## src/rtl/vref_pkg.sv

```systemverilog
package vref_pkg;
  localparam int NLEVEL = 4;
  localparam int SEL_W  = $clog2(NLEVEL);
  localparam int ADDR_W = 3;
  localparam logic [ADDR_W-1:0] ADDR_MODE = 3'd4;
  localparam logic [ADDR_W-1:0] ADDR_SCODE = 3'd5;
endpackage

```

## src/rtl/vref_level_bank.sv

```systemverilog
module vref_level_bank
  import vref_pkg::*;
#(
  parameter int CODE_W = 8,
  parameter int SVID_W = 6
) (
  input  logic                       clk,
  input  logic                       rst_n,
  input  logic [NLEVEL*CODE_W-1:0]   dflt_levels,
  input  logic                       reg_wr,
  input  logic [ADDR_W-1:0]          reg_addr,
  input  logic [CODE_W-1:0]          reg_wdata,
  output logic [NLEVEL*CODE_W-1:0]   levels,
  output logic                       svid_en,
  output logic [SVID_W-1:0]          svid_code
);
  // One register per level, each with its own write decode.
  for (genvar k = 0; k < NLEVEL; k++) begin : g_lvl
    logic hit;
    assign hit = reg_wr && (reg_addr == ADDR_W'(k));
    always_ff @(posedge clk) begin
      if (!rst_n)   levels[k*CODE_W +: CODE_W] <= dflt_levels[k*CODE_W +: CODE_W];
      else if (hit) levels[k*CODE_W +: CODE_W] <= reg_wdata;
    end
  end

  logic mode_hit, code_hit;
  assign mode_hit = reg_wr && (reg_addr == ADDR_MODE);
  assign code_hit = reg_wr && (reg_addr == ADDR_SCODE);

  always_ff @(posedge clk) begin
    if (!rst_n) begin
      svid_en   <= 1'b0;
      svid_code <= '0;
    end else begin
      if (mode_hit) svid_en   <= reg_wdata[0];
      if (code_hit) svid_code <= reg_wdata[SVID_W-1:0];
    end
  end
endmodule

```

## src/rtl/vref_target_sel.sv

```systemverilog
module vref_target_sel
  import vref_pkg::*;
#(
  parameter int CODE_W    = 8,
  parameter int SVID_W    = 6,
  parameter int SVID_BASE = 128
) (
  input  logic                     clk,
  input  logic                     rst_n,
  input  logic                     run,
  input  logic [NLEVEL*CODE_W-1:0] levels,
  input  logic [SEL_W-1:0]         vid_sel,
  input  logic                     svid_en,
  input  logic [SVID_W-1:0]        svid_code,
  output logic [CODE_W-1:0]        tgt_code,
  output logic                     tgt_moved
);
  function automatic logic [CODE_W-1:0] svid_to_code(input logic [SVID_W-1:0] c);
    return CODE_W'(SVID_BASE) + CODE_W'(c);
  endfunction

  logic [CODE_W-1:0] par_code;
  logic [CODE_W-1:0] tgt_prev;

  assign par_code = levels[vid_sel*CODE_W +: CODE_W];
  assign tgt_code = svid_en ? svid_to_code(svid_code) : par_code;

  always_ff @(posedge clk) begin
    if (!rst_n) tgt_prev <= '0;
    else        tgt_prev <= tgt_code;
  end

  assign tgt_moved = run && (tgt_code != tgt_prev);
endmodule

```

## src/rtl/vref_slew.sv

```systemverilog
module vref_slew #(
  parameter int CODE_W = 8
) (
  input  logic              clk,
  input  logic              rst_n,
  input  logic              run,
  input  logic              slew_tick,
  input  logic [CODE_W-1:0] ramp_code,
  input  logic [CODE_W-1:0] tgt_code,
  output logic [CODE_W-1:0] ref_code,
  output logic              at_target
);
  function automatic logic [CODE_W-1:0] step_toward(input logic [CODE_W-1:0] cur,
                                                    input logic [CODE_W-1:0] tgt);
    if (cur < tgt)      return cur + 1'b1;
    else if (cur > tgt) return cur - 1'b1;
    else                return cur;
  endfunction

  always_ff @(posedge clk) begin
    if (!rst_n)         ref_code <= '0;
    else if (!run)      ref_code <= ramp_code;
    else if (slew_tick) ref_code <= step_toward(ref_code, tgt_code);
  end

  assign at_target = run && (ref_code == tgt_code);
endmodule

```

## src/rtl/vref_select_slew.sv

```systemverilog
module vref_select_slew
  import vref_pkg::*;
#(
  parameter int CODE_W    = 8,
  parameter int SVID_W    = 6,
  parameter int SVID_BASE = 128
) (
  input  logic                     clk,
  input  logic                     rst_n,
  input  logic [NLEVEL*CODE_W-1:0] dflt_levels,
  input  logic [SEL_W-1:0]         vid_sel,
  input  logic                     reg_wr,
  input  logic [ADDR_W-1:0]        reg_addr,
  input  logic [CODE_W-1:0]        reg_wdata,
  input  logic                     run,
  input  logic [CODE_W-1:0]        ramp_code,
  input  logic                     slew_tick,
  output logic [CODE_W-1:0]        ref_code,
  output logic                     ref_changed,
  output logic                     ref_settled,
  output logic                     svid_active
);
  logic [NLEVEL*CODE_W-1:0] levels;
  logic                     svid_en;
  logic [SVID_W-1:0]        svid_code;
  logic [CODE_W-1:0]        tgt_code;

  vref_level_bank #(.CODE_W(CODE_W), .SVID_W(SVID_W)) u_bank (
    .clk(clk), .rst_n(rst_n), .dflt_levels(dflt_levels),
    .reg_wr(reg_wr), .reg_addr(reg_addr), .reg_wdata(reg_wdata),
    .levels(levels), .svid_en(svid_en), .svid_code(svid_code)
  );

  vref_target_sel #(.CODE_W(CODE_W), .SVID_W(SVID_W), .SVID_BASE(SVID_BASE)) u_tsel (
    .clk(clk), .rst_n(rst_n), .run(run), .levels(levels), .vid_sel(vid_sel),
    .svid_en(svid_en), .svid_code(svid_code),
    .tgt_code(tgt_code), .tgt_moved(ref_changed)
  );

  vref_slew #(.CODE_W(CODE_W)) u_slew (
    .clk(clk), .rst_n(rst_n), .run(run), .slew_tick(slew_tick),
    .ramp_code(ramp_code), .tgt_code(tgt_code),
    .ref_code(ref_code), .at_target(ref_settled)
  );

  assign svid_active = svid_en;
endmodule

```

## config.mk

```make
export PLATFORM = sky130hd
export DESIGN_NAME = vref_select_slew
export DESIGN_NICKNAME = d
export VERILOG_FILES = /design/src/rtl/vref_pkg.sv /design/src/rtl/vref_level_bank.sv /design/src/rtl/vref_target_sel.sv /design/src/rtl/vref_slew.sv /design/src/rtl/vref_select_slew.sv
export SDC_FILE = /design/constraint.sdc
export NUM_CORES = 1
export LEC_CHECK = 0
export ABC_AREA = 0
export BUFFER_PORTS_ARGS = -buffer_cell sky130_fd_sc_hd__buf_2
export CAP_MARGIN = 0
export CORE_MARGIN = 4
export CORE_UTILIZATION = 55
export CTS_CLUSTER_SIZE = 24
export DETAILED_ROUTE_END_ITERATION = 10
export PLACE_DENSITY_LB_ADDON = 0.1
export REMOVE_ABC_BUFFERS = 1
export SLEW_MARGIN = 20
export SYNTH_ARGS = -nofsm -noshare
export SYNTH_HDL_FRONTEND = slang
export SYNTH_SLANG_ARGS = --single-unit
```

## constraint.sdc

```tcl
create_clock -name clk -period 7.2 [get_ports clk]
set_clock_uncertainty 0.1 [all_clocks]
set_input_delay 0.36 -clock clk [delete_from_list [all_inputs] [get_ports clk]]
set_output_delay 0.36 -clock clk [all_outputs]
set_load 0.01 [all_outputs]
```

==> flow_summary.html <==
<table>
<tr><th>Metric</th><th>Value</th></tr>
<tr><th colspan="2">Logic synthesis</th></tr>
<tr><td>Synthesized area</td><td>3084 µm²</td></tr>
<tr><td>Post-synthesis share of cell area spent on and, or, nand and nor gates</td><td>9.533%</td></tr>
<tr><td>Asr flop ratio synth</td><td>0%</td></tr>
<tr><td>Seq/Total Area, Yosys</td><td>46.09%</td></tr>
<tr><td>Flops &amp; latches, synth</td><td>55</td></tr>
<tr><td>Distinct cell type count of the synthesized netlist</td><td>45</td></tr>
<tr><td>Largest cells by area after synthesis</td><td>sky130_fd_sc_hd__edfxtp_1, sky130_fd_sc_hd__dfxtp_1, sky130_fd_sc_hd__o21ai_0, sky130_fd_sc_hd__ha_1, sky130_fd_sc_hd__inv_1</td></tr>
<tr><td>Area share of xor/xnor cells in the synthesized design</td><td>3.408%</td></tr>
<tr><td>Combinational family with the most area after synthesis</td><td>compound AO/OA/AOI/OAI gates</td></tr>
<tr><td>Cell count after synthesis</td><td>301</td></tr>
<tr><td>Post-synth EDFFs</td><td>32</td></tr>
<tr><td>Most frequently used flop master after synthesis</td><td>sky130_fd_sc_hd__edfxtp_1</td></tr>
<tr><td>Synthesized area per cell</td><td>10.25 µm²</td></tr>
<tr><td>Yosys synthesis warning count</td><td>0</td></tr>
<tr><td>Cell taking the most area after synthesis</td><td>sky130_fd_sc_hd__edfxtp_1</td></tr>
<tr><td>Post-synth top area share</td><td>31.16%</td></tr>
<tr><td>Mux cell area share after synthesis</td><td>13.14%</td></tr>
<tr><td>Complex-gate fraction of the synthesized area</td><td>14.00%</td></tr>
<tr><td>Fraction of the mapped netlist area in adder cells</td><td>6.734%</td></tr>
<tr><th colspan="2">Timing</th></tr>
<tr><td>Aggregate negative setup slack</td><td>0 ns</td></tr>
<tr><td>Crit path time final</td><td>3.831 ns</td></tr>
<tr><td>Final hold violation count</td><td>0</td></tr>
<tr><td>F_max</td><td>261.0 MHz</td></tr>
<tr><td>Final-report max-slew violation count</td><td>0</td></tr>
<tr><td># setup viols final</td><td>0</td></tr>
<tr><td>Measured slew at the worst slew-check pin</td><td>0.6781 ns</td></tr>
<tr><td>Post-route fraction of the period consumed by the critical path</td><td>53.21%</td></tr>
<tr><td>Unrepaired setup endpoints after global routing</td><td>false</td></tr>
<tr><td>Worst slew margin relative to its limit</td><td>54.73%</td></tr>
<tr><th colspan="2">Pwr</th></tr>
<tr><td>Share of power burned in registers</td><td>47.7%</td></tr>
<tr><td>Combinational group share of total power</td><td>29.9%</td></tr>
<tr><td>Tot Pwr</td><td>0.8148 mW</td></tr>
<tr><td>Pwr dens</td><td>227.1 nW/µm²</td></tr>
<tr><td>Worst IR Drop VDD</td><td>0.0001296 V</td></tr>
<tr><td>Total net switching power</td><td>0.2582 mW</td></tr>
<tr><td>Switch share</td><td>31.69%</td></tr>
<tr><td>Clk network pwr share</td><td>22.3%</td></tr>
<tr><td>P_int</td><td>0.5566 mW</td></tr>
<tr><td>Leakage power</td><td>1.694 nW</td></tr>
<tr><th colspan="2">Setup path</th></tr>
<tr><td>Setup slack of the worst register-to-register path</td><td>3.37 ns</td></tr>
<tr><td>Data arrival, critical path</td><td>3.94 ns</td></tr>
<tr><td>Worst Setup Start Kind</td><td>register</td></tr>
<tr><td>Count of cells along the worst register-to-register path</td><td>12</td></tr>
<tr><td>Worst R2R Start</td><td>u_bank.svid_en</td></tr>
<tr><td>Critical Setup Path Class</td><td>reg -&gt; reg</td></tr>
<tr><td>Maximum fanout along the worst path</td><td>12</td></tr>
<tr><td>CP Capture Type</td><td>register</td></tr>
<tr><td>Terminus of the critical flop-to-flop path</td><td>u_slew.ref_code[7]</td></tr>
<tr><td>Required time reported for the critical path endpoint</td><td>7.31 ns</td></tr>
<tr><th colspan="2">Clock tree</th></tr>
<tr><td>H-tree lvl count</td><td>2</td></tr>
<tr><td>TritonCTS clock tree</td><td>done</td></tr>
<tr><td>Clock Tree Buf Depth</td><td>2</td></tr>
<tr><td>Clk Tree Root Cell</td><td>sky130_fd_sc_hd__clkbuf_8</td></tr>
<tr><td>Number of buffers inserted for hold repair after clock tree synthesis</td><td>0</td></tr>
<tr><td># Post-CTS Setup Buffers</td><td>0</td></tr>
<tr><td>Clock slew at reported path FFs</td><td>0.11 ns</td></tr>
<tr><td>Clock latency reported for the late side of the worst-skew pair</td><td>0.31 ns</td></tr>
<tr><td>TritonCTS sink count</td><td>55</td></tr>
<tr><td>Number of buffers inserted during clock tree synthesis</td><td>5</td></tr>
<tr><td>Number of gates resized after cts</td><td>0</td></tr>
<tr><th colspan="2">Place</th></tr>
<tr><td>Cell area reported after detailed placement</td><td>3491 µm²</td></tr>
<tr><td>Post-DP HPWL</td><td>4915 µm</td></tr>
<tr><td>Number of buffers added on ports</td><td>68</td></tr>
<tr><td>Final weighted congestion of routability-driven global placement</td><td>0.7666</td></tr>
<tr><th colspan="2">GRT</th></tr>
<tr><td>Overall overflow remaining after global route</td><td>0</td></tr>
<tr><td>Vias in the first global route</td><td>2251</td></tr>
<tr><td>Met3 Resource Use GR</td><td>3.175%</td></tr>
<tr><td>Pin count of the biggest net entering global routing</td><td>52</td></tr>
<tr><td>Global-route layer with the greatest usage</td><td>met2</td></tr>
<tr><td>Met1 usage</td><td>23.33%</td></tr>
<tr><td>Wire length of the first global-routing pass</td><td>10550 µm</td></tr>
<tr><td>GR Layer Usage met2</td><td>33.38%</td></tr>
<tr><td>Total global routing track utilization</td><td>18.71%</td></tr>
<tr><td>Initial antenna violation count</td><td>0</td></tr>
<tr><th colspan="2">Detailed routing</th></tr>
<tr><td>Routed len/inst</td><td>14.27 µm</td></tr>
<tr><td>Number of search-and-repair iterations in the first detailed-routing pass</td><td>4</td></tr>
<tr><td>Initial detailed-routing violation count</td><td>80</td></tr>
<tr><td>Vias/cell</td><td>5.240</td></tr>
<tr><td>Wire length reported by the detailed router</td><td>6295 µm</td></tr>
<tr><td>Via count</td><td>2311</td></tr>
<tr><td>DRT antenna net count</td><td>0</td></tr>
<tr><td>Final routed DRC violation total</td><td>0</td></tr>
<tr><th colspan="2">Hold path</th></tr>
<tr><td>Startpoint of the worst hold path</td><td>reg_wdata[1]</td></tr>
<tr><td>Worst hold path endpoint</td><td>u_bank.svid_code[1]</td></tr>
<tr><td>Hold Path Depth</td><td>3</td></tr>
<tr><td>Type of the worst min-delay path</td><td>in -&gt; reg</td></tr>
<tr><th colspan="2">Floorplan</th></tr>
<tr><td>Effective utilization at floorplan</td><td>56.36%</td></tr>
<tr><td>I/O pin total</td><td>69</td></tr>
<tr><td>Die height</td><td>82.89 µm</td></tr>
<tr><td>Full die area</td><td>6870 µm²</td></tr>
<tr><td>Row cnt</td><td>27</td></tr>
<tr><td>Die extent in x</td><td>82.89 µm</td></tr>
<tr><td>Area of the core region</td><td>5473 µm²</td></tr>
<tr><th colspan="2">Final layout</th></tr>
<tr><td>Area growth from synthesis to layout</td><td>16.31%</td></tr>
<tr><td>Final non-filler cell area</td><td>3587 µm²</td></tr>
<tr><td>Final-stage net count</td><td>442</td></tr>
<tr><td>Fraction of layout cells with a size suffix above 1</td><td>24.66%</td></tr>
<tr><td>Diode insertion count for antenna repair</td><td>0</td></tr>
<tr><th colspan="2">Run status</th></tr>
<tr><td>Status</td><td>completed</td></tr>
<tr><th colspan="2">Flow run</th></tr>
<tr><td>Count of max-cap constraint violations</td><td>0</td></tr>
</table>
-- flip-flops by register name, indices dropped and copies added (netlist names) --
signal            count
u_bank.levels        32
u_slew.ref_code       8
u_tsel.tgt_prev       8
u_bank.svid_code      6
u_bank.svid_en        1
-- Yosys cell counts (all sizes together), types with 2 or more instances --
cell type and count:
and3 2, o32ai 2, a21oi 11, ha 15, dfxtp 23, mux4 8
o21a 2, xnor2 10, edfxtp 32, nor4 2, inv 41, and2 2
mux2i 17, nand3 2, o21ai 42, buf 3, xor2 2, nor3 3
nand2 20, a21o 4, clkbuf 9, a31oi 3, nor2 24, a211oi 4
nand2b 3, or3 2
-- metrics by stage --
stage,worst slack [ns],hold WS (ns),std cells,util (%)
after floorplan,3.636,0.3576,289,-
after global placement,3.152,0.3722,433,63.79
after detailed placement,3.055,0.3848,433,63.79
after CTS,3.354,0.1939,441,65.55
after global routing,3.007,0.2086,441,65.55
final,3.369,0.2033,441,65.55
-- worst max-delay path by stage --
stage	start	to	cells past startpoint
after CTS	u_bank.svid_en	u_slew.ref_code[7]	13
after global placement	vid_sel[0]	u_slew.ref_code[7]	15
final	u_bank.svid_en	u_slew.ref_code[7]	12
after detailed placement	vid_sel[0]	u_slew.ref_code[7]	15
after global routing	u_bank.svid_en	u_slew.ref_code[7]	12
after floorplan	vid_sel[0]	u_slew.ref_code[7]	14
-- kinds of logic (layout without fill, tap and decap cells) --
| family | after synthesis | in the layout |
|---|---|---|
| adder cells (fa/ha/maj) | 16 | 16 |
| multiplexers | 26 | 26 |
| AO/OA/AOI/OAI | 74 | 74 |
| buffers and inverters | 54 | 122 |
| AND/OR/NAND/NOR | 64 | 64 |
| flip-flops | 55 | 55 |
| XOR/XNOR | 12 | 12 |
-- metal layers --
layer / wire length [µm] / vias up
li1: - / 1194
met1: 2756 / 1047
met2: 3172 / 63
met3: 294 / 7
met4: 72 / 0
met5: 0 / -
-- power by group through the flow --
stage               registers [mW]  clock network (mW)  logic [mW]
floorplan                    0.394                   0       0.171
global placement             0.396                   0       0.236
detailed placement           0.397                   0       0.245
CTS                          0.390               0.187       0.246
global route                 0.394               0.199       0.277
finish                       0.389               0.182       0.244
-- cell type report --
class	count	area (µm²)
fillers	473	1886
multi-input cells	192	1451
flip-flops and latches	55	1421
repair buffers	72	370.4
inverters	42	157.7
well taps	72	90.09
clock buffers	5	68.82
clock inverters	3	27.53
-- critical path: stages, from the launching register on --
cell                       delay (ns)
sky130_fd_sc_hd__dfxtp_1         0.77
sky130_fd_sc_hd__mux2i_1         0.41
sky130_fd_sc_hd__ha_1            0.21
sky130_fd_sc_hd__a21oi_1         0.06
sky130_fd_sc_hd__o21ai_0         0.38
sky130_fd_sc_hd__nand2b_1        0.38
sky130_fd_sc_hd__ha_1            0.32
sky130_fd_sc_hd__a211oi_1        0.24
sky130_fd_sc_hd__o21bai_1        0.13
sky130_fd_sc_hd__or3_1           0.31
sky130_fd_sc_hd__a31oi_1         0.20
sky130_fd_sc_hd__xnor2_1         0.13
sky130_fd_sc_hd__o21ai_0         0.09
-- cells in the final DEF (no fill, tap or decap), types with 4 or more instances in the layout --
cell type / n
sky130_fd_sc_hd__a211oi_1: 4
sky130_fd_sc_hd__a21o_1: 4
sky130_fd_sc_hd__a21oi_1: 10
sky130_fd_sc_hd__buf_2: 68
sky130_fd_sc_hd__buf_4: 4
sky130_fd_sc_hd__clkbuf_8: 5
sky130_fd_sc_hd__dfxtp_1: 23
sky130_fd_sc_hd__edfxtp_1: 32
sky130_fd_sc_hd__ha_1: 15
sky130_fd_sc_hd__inv_1: 41
sky130_fd_sc_hd__mux2i_1: 14
sky130_fd_sc_hd__mux4_1: 4
sky130_fd_sc_hd__mux4_2: 4
sky130_fd_sc_hd__nand2_1: 20
sky130_fd_sc_hd__nor2_1: 24
sky130_fd_sc_hd__o21ai_0: 42
sky130_fd_sc_hd__xnor2_1: 10
No activity file was read; power rests on OpenSTA's default activity.
